==> src/rtl/mgmt_pkg.sv <==
package mgmt_pkg;
  localparam int unsigned ADDR_W   = 5;
  localparam int unsigned DATA_W   = 16;
  localparam int unsigned HDR_W    = 2 + 2 + ADDR_W + ADDR_W + 2;
  localparam int unsigned WORD_W   = HDR_W + DATA_W;
  // command word layout
  localparam int unsigned OP_BIT   = 1;
  localparam int unsigned BUS_LSB  = 2;
  localparam int unsigned REG_LSB  = BUS_LSB + ADDR_W;
  localparam int unsigned GAP_LSB  = REG_LSB + ADDR_W;
  localparam int unsigned DATA_LSB = WORD_W - DATA_W;
  localparam int unsigned GAP_W    = DATA_LSB - GAP_LSB;
  // frame codes
  localparam logic [1:0] ST_CODE = 2'b01;
  localparam logic [1:0] OP_RD   = 2'b10;
  localparam logic [1:0] OP_WR   = 2'b01;
  localparam logic [1:0] TA_WR   = 2'b10;

  typedef struct packed {
    logic [DATA_W-1:0] data;
    logic [ADDR_W-1:0] reg_a;
    logic [ADDR_W-1:0] bus_a;
    logic              wr;
  } cmd_t;

  typedef enum logic [1:0] {ENG_IDLE, ENG_PRE, ENG_FRAME} eng_state_e;
endpackage

==> src/rtl/mgmt_mdc_gen.sv <==
module mgmt_mdc_gen #(
  parameter int unsigned HALF = 3
) (
  input  logic clk_i,
  input  logic rst_ni,
  input  logic run_i,
  output logic mdc_o,
  output logic rise_o,
  output logic fall_o
);
  localparam int unsigned CW = (HALF > 1) ? $clog2(HALF) : 1;

  logic [CW-1:0] cnt_q;
  logic          mdc_q;
  logic          tick;

  assign tick = (cnt_q == CW'(HALF - 1));

  always_ff @(posedge clk_i or negedge rst_ni) begin
    if (!rst_ni) begin
      cnt_q <= '0;
      mdc_q <= 1'b0;
    end else if (!run_i) begin
      cnt_q <= '0;
      mdc_q <= 1'b0;
    end else if (tick) begin
      cnt_q <= '0;
      mdc_q <= ~mdc_q;
    end else begin
      cnt_q <= cnt_q + 1'b1;
    end
  end

  assign mdc_o  = mdc_q;
  assign rise_o = run_i & tick & ~mdc_q;
  assign fall_o = run_i & tick & mdc_q;
endmodule

==> src/rtl/mgmt_frame_eng.sv <==
module mgmt_frame_eng
  import mgmt_pkg::*;
#(
  parameter int unsigned PRE_LEN = 32
) (
  input  logic              clk_i,
  input  logic              rst_ni,
  input  logic              start_i,
  input  cmd_t              cmd_i,
  input  logic              rise_i,
  input  logic              fall_i,
  input  logic              mdio_i,
  output logic              run_o,
  output logic              done_o,
  output logic              ta_err_o,
  output logic [DATA_W-1:0] rd_data_o,
  output logic              mdio_o,
  output logic              mdio_oe_o
);
  localparam int unsigned PW     = (PRE_LEN > 1) ? $clog2(PRE_LEN) : 1;
  localparam int unsigned FW     = $clog2(WORD_W);
  localparam int unsigned TA_POS = HDR_W - 2;
  localparam int unsigned TA_CHK = HDR_W - 1;

  eng_state_e        state_q;
  logic [PW-1:0]     pre_q;
  logic [FW-1:0]     pos_q;
  logic [WORD_W-1:0] sh_q;
  logic              wr_q;
  logic [DATA_W-1:0] rd_q;
  logic              err_q;
  logic              done_q;
  logic              drive;

  always_ff @(posedge clk_i or negedge rst_ni) begin
    if (!rst_ni) begin
      state_q <= ENG_IDLE;
      pre_q   <= '0;
      pos_q   <= '0;
      sh_q    <= '0;
      wr_q    <= 1'b0;
      rd_q    <= '0;
      err_q   <= 1'b0;
      done_q  <= 1'b0;
    end else begin
      done_q <= 1'b0;
      unique case (state_q)
        ENG_IDLE: begin
          if (start_i) begin
            state_q <= ENG_PRE;
            pre_q   <= '0;
            pos_q   <= '0;
            wr_q    <= cmd_i.wr;
            err_q   <= 1'b0;
            rd_q    <= '0;
            sh_q    <= {ST_CODE, (cmd_i.wr ? OP_WR : OP_RD), cmd_i.bus_a,
                        cmd_i.reg_a, TA_WR, (cmd_i.wr ? cmd_i.data : '0)};
          end
        end
        ENG_PRE: begin
          if (fall_i) begin
            if (pre_q == PW'(PRE_LEN - 1)) state_q <= ENG_FRAME;
            else                           pre_q   <= pre_q + 1'b1;
          end
        end
        ENG_FRAME: begin
          if (rise_i && !wr_q) begin
            // target must pull the second turnaround bit low
            if (pos_q == FW'(TA_CHK)) err_q <= mdio_i;
            if (pos_q >= FW'(HDR_W))  rd_q  <= {rd_q[DATA_W-2:0], mdio_i};
          end
          if (fall_i) begin
            if (pos_q == FW'(WORD_W - 1)) begin
              state_q <= ENG_IDLE;
              done_q  <= 1'b1;
            end else begin
              pos_q <= pos_q + 1'b1;
              sh_q  <= {sh_q[WORD_W-2:0], 1'b0};
            end
          end
        end
        default: state_q <= ENG_IDLE;
      endcase
    end
  end

  assign drive     = (state_q == ENG_PRE) ||
                     ((state_q == ENG_FRAME) && (wr_q || (pos_q < FW'(TA_POS))));
  assign mdio_oe_o = drive;
  assign mdio_o    = drive & ((state_q == ENG_PRE) | sh_q[WORD_W-1]);
  assign run_o     = (state_q != ENG_IDLE);
  assign done_o    = done_q;
  assign ta_err_o  = err_q;
  assign rd_data_o = err_q ? '1 : rd_q;
endmodule

==> src/rtl/mgmt_cmd_reg.sv <==
module mgmt_cmd_reg
  import mgmt_pkg::*;
(
  input  logic              clk_i,
  input  logic              rst_ni,
  input  logic              valid_i,
  input  logic              write_i,
  input  logic [WORD_W-1:0] wdata_i,
  input  logic              done_i,
  input  logic              ta_err_i,
  input  logic [DATA_W-1:0] rd_data_i,
  output logic              start_o,
  output cmd_t              start_cmd_o,
  output logic [WORD_W-1:0] rdata_o,
  output logic              err_o
);
  cmd_t cmd_q;
  cmd_t wcmd;
  logic exec_q;
  logic err_q;
  logic wr_acc;
  logic unused_gap;

  assign unused_gap = ^wdata_i[GAP_LSB +: GAP_W];

  always_comb begin
    wcmd.wr    = wdata_i[OP_BIT];
    wcmd.bus_a = wdata_i[BUS_LSB +: ADDR_W];
    wcmd.reg_a = wdata_i[REG_LSB +: ADDR_W];
    wcmd.data  = wdata_i[DATA_LSB +: DATA_W];
  end

  // writes while busy are dropped
  assign wr_acc      = valid_i & write_i & ~exec_q;
  assign start_o     = wr_acc & wdata_i[0];
  assign start_cmd_o = wcmd;

  always_ff @(posedge clk_i or negedge rst_ni) begin
    if (!rst_ni) begin
      cmd_q  <= '0;
      exec_q <= 1'b0;
      err_q  <= 1'b0;
    end else if (wr_acc) begin
      cmd_q  <= wcmd;
      exec_q <= wdata_i[0];
      if (wdata_i[0]) err_q <= 1'b0;
    end else if (done_i) begin
      exec_q <= 1'b0;
      err_q  <= ta_err_i;
      if (!cmd_q.wr) cmd_q.data <= rd_data_i;
    end
  end

  assign rdata_o = {cmd_q.data, {GAP_W{1'b0}}, cmd_q.reg_a, cmd_q.bus_a, cmd_q.wr, exec_q};
  assign err_o   = err_q;
endmodule

==> src/rtl/mgmt_cmd_bridge.sv <==
module mgmt_cmd_bridge
  import mgmt_pkg::*;
#(
  parameter int unsigned MDC_HALF = 3,
  parameter int unsigned PRE_LEN  = 32
) (
  input  logic        clk_i,
  input  logic        rst_ni,
  input  logic        reg_valid_i,
  input  logic        reg_write_i,
  input  logic [31:0] reg_wdata_i,
  output logic        reg_ready_o,
  output logic [31:0] reg_rdata_o,
  output logic        err_o,
  output logic        mdc_o,
  output logic        mdio_o,
  output logic        mdio_oe_o,
  input  logic        mdio_i
);
  logic              eng_start;
  cmd_t              eng_cmd;
  logic              eng_run;
  logic              eng_done;
  logic              eng_err;
  logic [DATA_W-1:0] eng_rd;
  logic              mdc_rise;
  logic              mdc_fall;

  assign reg_ready_o = reg_valid_i;

  mgmt_cmd_reg u_reg (
    .clk_i       (clk_i),
    .rst_ni      (rst_ni),
    .valid_i     (reg_valid_i),
    .write_i     (reg_write_i),
    .wdata_i     (reg_wdata_i),
    .done_i      (eng_done),
    .ta_err_i    (eng_err),
    .rd_data_i   (eng_rd),
    .start_o     (eng_start),
    .start_cmd_o (eng_cmd),
    .rdata_o     (reg_rdata_o),
    .err_o       (err_o)
  );

  mgmt_mdc_gen #(.HALF(MDC_HALF)) u_mdc (
    .clk_i  (clk_i),
    .rst_ni (rst_ni),
    .run_i  (eng_run),
    .mdc_o  (mdc_o),
    .rise_o (mdc_rise),
    .fall_o (mdc_fall)
  );

  mgmt_frame_eng #(.PRE_LEN(PRE_LEN)) u_eng (
    .clk_i     (clk_i),
    .rst_ni    (rst_ni),
    .start_i   (eng_start),
    .cmd_i     (eng_cmd),
    .rise_i    (mdc_rise),
    .fall_i    (mdc_fall),
    .mdio_i    (mdio_i),
    .run_o     (eng_run),
    .done_o    (eng_done),
    .ta_err_o  (eng_err),
    .rd_data_o (eng_rd),
    .mdio_o    (mdio_o),
    .mdio_oe_o (mdio_oe_o)
  );
endmodule

==> config.mk <==
export PLATFORM = sky130hd
export DESIGN_NAME = mgmt_cmd_bridge
export DESIGN_NICKNAME = d
export VERILOG_FILES = /design/src/rtl/mgmt_pkg.sv /design/src/rtl/mgmt_mdc_gen.sv /design/src/rtl/mgmt_frame_eng.sv /design/src/rtl/mgmt_cmd_reg.sv /design/src/rtl/mgmt_cmd_bridge.sv
export SDC_FILE = /design/constraint.sdc
export NUM_CORES = 1
export LEC_CHECK = 0
export ABC_CLOCK_PERIOD_IN_PS = 2250
export BUFFER_PORTS_ARGS = -buffer_cell sky130_fd_sc_hd__buf_2
export CAP_MARGIN = 30
export CORE_MARGIN = 4
export CORE_UTILIZATION = 50
export CTS_CLUSTER_SIZE = 10
export DETAILED_ROUTE_END_ITERATION = 16
export MAX_ROUTING_LAYER = met4
export PLACE_DENSITY = 0.82
export SYNTH_ARGS = -nofsm -noshare
export SYNTH_HDL_FRONTEND = slang
export SYNTH_SLANG_ARGS = --single-unit
==> constraint.sdc <==
create_clock -name clk_i -period 2.25 [get_ports clk_i]
set_clock_uncertainty 0.15 [all_clocks]
set_input_delay 0.225 -clock clk_i [delete_from_list [all_inputs] [get_ports clk_i]]
set_output_delay 0.225 -clock clk_i [all_outputs]
set_load 0.05 [all_outputs]
==> results.sh <==
export IMPL_outcome="finished, violations left"
export IMPL_violations="negative hold slack"
export IMPL_initial_utilization=0.522
export IMPL_yosys_warnings=0
export IMPL_cts_sinks=95
export IMPL_pwr_share_seq=0.518
export IMPL_grt_pass1_wl_um=17900
export IMPL_drc_errors=0
export IMPL_p_total_uw=3410
export IMPL_intPower_uw=2590
export IMPL_worstMarginPinSlew_ns=0.612
export IMPL_hold_path_class="input pin to flop"
export IMPL_n_fill_cell=665
export IMPL_dp_hpwl_um=7130
export IMPL_synth_edff_count=0
export IMPL_synthCells=391
export IMPL_startpoint_type="flop"
export IMPL_fin_crit_ns=2.22
export IMPL_cts_tree="done"
export IMPL_cts_buffers=9
export IMPL_area_delta_synth_final_pct=19.8
export IMPL_cp_arrival_ns=2.32
export IMPL_hold_end="u_eng.rd_q[0]"
export IMPL_drtIter0Drc=251
export IMPL_wl_um=11000
export IMPL_diodes=0
export IMPL_ctsHtreeMaxLevel=3
export IMPL_synth_main_ff_cell="dfrtp_1"
export IMPL_worst_setup_path_type="flop to flop"
export IMPL_final_util=0.625
export IMPL_core_um2=8850
export IMPL_hold_viol_final=1
export IMPL_worstPathRequired_ns=2.35
export IMPL_synth_cell_types=49
export IMPL_crit_path_frequent_cell="ha_2"
export IMPL_cp_end_kind="flop"
export IMPL_cts_buffer_depth=2
export IMPL_hold_path_depth=3
export IMPL_netlist_area_leader_share=0.515
export IMPL_whs_ns=-0.000825
export IMPL_cp_max_fo=5
export IMPL_via_per_inst=5.89
export IMPL_dieArea_um2=10800
export IMPL_ant_nets=0
export IMPL_drv_cap=0
export IMPL_drt_pass1_iterations=5
export IMPL_yosys_area_top_type="dfrtp_1"
export IMPL_routed_via_count=3461
export IMPL_grt_overflow=0
export IMPL_mostFrequentLayoutCell="dfrtp_1"
export IMPL_vdd_ir_drop_max_mv=0.333
export IMPL_finalSetupViolCount=0
export IMPL_async_flop_share=1.00
export IMPL_place_congestion=0.850
export IMPL_finalCritPeriodShare=0.986
export IMPL_reg2reg_to="u_eng.sh_q[27]"
export IMPL_critPathMaxStageDelay_ns=0.41
export IMPL_p_leak_uw=0.00265
export IMPL_syn_cell_area_um2=4620
export IMPL_p_per_area_nw_per_um2=616
export IMPL_pin_count=74
export IMPL_cts_root_buffer_cell="clkbuf_8"
export IMPL_grtUsageTotal=0.210
export IMPL_swShare=0.240
export IMPL_synth_area_leaders="dfrtp_1, mux2_2, nand3b_1, o221a_2, mux2i_1"
export IMPL_ys_seq_elements=95
export IMPL_die_w_um=104
export IMPL_worst_r2r_path_depth=8
export IMPL_antenna_found_initial=0
export IMPL_drive_gt1_frac=0.377
export IMPL_min_from="mdio_i"
export IMPL_fp_dieH_um=104
export IMPL_r2r_start="u_eng.pos_q[0]"
export IMPL_critPathSlowestCell="dfrtp_1"
export IMPL_rows=34
export IMPL_clk_latency_ns=0.36
export IMPL_p_clk_frac=0.385
export IMPL_cts_reportedPaths_clkPinSlew_ns=0.09
export IMPL_finalNetCount=518
export IMPL_grt_max_degree=46
export IMPL_slew_headroom=0.592
export IMPL_multi_input_area_um2=2010
export IMPL_grt_pass1_vias=3462
export IMPL_switchingPower_uw=818
export IMPL_syn_avg_cell_area_um2=11.8
export IMPL_r2r_slack_ns=0.03
export IMPL_p_comb_frac=0.097
export IMPL_fmax_mhz=451
export IMPL_crit_chain="ha_2, and3_4, ha_2, nand2b_4, o22ai_4, buf_6, buf_16, mux2_2"
export IMPL_portBuffers=65
export IMPL_mostFrequentLayoutCells="dfrtp_1, buf_2, mux2_2"
export IMPL_ys_seq_area_frac=0.515
export IMPL_seqCellArea_um2=2380
export IMPL_drv_slew=0
export IMPL_avgRoutedWirePerCell_um=18.7
## final cells by class
cell class | count | area share
flip-flops and latches | 95 | 0.430
multi-input cells | 244 | 0.364
repair buffers | 104 | 0.126
well taps | 108 | 0.0244
clock buffers | 11 | 0.0238
clock inverters | 4 | 0.0172
inverters | 22 | 0.0149
## cells by family (layout without fill, tap and decap cells)
group	Yosys count	in the layout	share of synthesized area
AO/OA/AOI/OAI	75	75	0.120
XOR/XNOR	2	2	0.00379
adder cells (fa/ha/maj)	5	5	0.0135
buffers and inverters	55	141	0.0566
flip-flops	95	95	0.515
multiplexers	70	70	0.166
other	1	4	0.000812
AND/OR/NAND/NOR	88	88	0.124
## cells in the mapped netlist, types with 3 or more instances
cell	instances
buf_2	5
nand3b_1	32
a22o_1	3
a21oi_1	5
nand2b_1	4
nand2_1	17
dfrtp_1	95
o2bb2ai_1	4
inv_1	22
clkbuf_1	16
o21ai_0	34
and3_1	3
or4_1	3
nand3_1	6
mux2i_1	17
mux2_2	51
ha_1	5
o221a_2	16
nor2_1	6
nor2b_1	4
buf_4	9
## per-stage QoR
stage	TNS [ns]	instance area, um^2	cells	setup slack, ns	hold slack [ns]
floorplan	0	4640	394	0.000475	-0.221
global placement	0	5090	553	0.0712	0.0667
detailed placement	-0.0854	5090	553	-0.0187	0.0792
CTS	0	5490	582	0.00363	0.00118
global route	-0.0418	5530	588	-0.0241	0.00616
finish	0	5530	588	0.0304	-0.000825
## worst max-delay path by stage
stage / from / endpoint / slack [ns] / cells after the start
2_1_floorplan: u_eng.pos_q[0] / u_eng.sh_q[21] / 0.0005 / 7
3_3_place_gp: u_eng.pos_q[0] / u_eng.sh_q[12] / 0.07 / 7
3_5_place_dp: u_eng.pos_q[0] / u_eng.sh_q[11] / -0.02 / 7
4_1_cts: u_eng.pos_q[0] / u_eng.sh_q[27] / 0.004 / 7
5_1_grt: u_eng.pos_q[1] / u_eng.sh_q[17] / -0.02 / 9
6_report: u_eng.pos_q[0] / u_eng.sh_q[27] / 0.03 / 8
## layer usage
layer,part of all wire,wire [um],vias up,global-route usage
met1,0.43,4790,1722,0.277
met2,0.48,5250,133,0.326
met4,0.033,365,0,0.0731
li1,-,-,1570,-
met3,0.056,617,36,0.0403
met5,0,0,-,-
## state kept, by name, indices dropped and copies added (netlist names), 2 cells and up
register	count
u_eng.state_q	2
u_eng.pre_q	5
u_eng.sh_q	32
u_eng.rd_q	16
u_mdc.cnt_q	2
u_eng.pos_q	5
u_reg.rdata_o	27
## power groups by stage
stage          clock, uW  sequential (uW)  combinational [uW]
2_1_floorplan          0             1880                 113
3_3_place_gp           0             1790                 306
3_5_place_dp           0             1800                 313
4_1_cts             1330             1760                 330
5_1_grt             1410             1770                 356
6_report            1310             1770                 331
## critical path, delay by kind of cell (launching register included)
family	cells	cell delay, ns
AOI/OAI and AO/OA	1	0.25
muxes	1	0.32
adders and majority gates	2	0.37
and+or+nand+nor	2	0.34
buffers and inverters	2	0.25
DFF	1	0.41
## what timing repair did
item                                    CTS  global route
pin swaps                                 0             2
buffers inserted                          2             6
hold endpoints to repair                 46             2
cloned                                    1             0
gates resized for setup                   4             5
hold buffers                             11             2
endpoints found under the setup margin   14            25
Power figures use the tool's default switching activity.
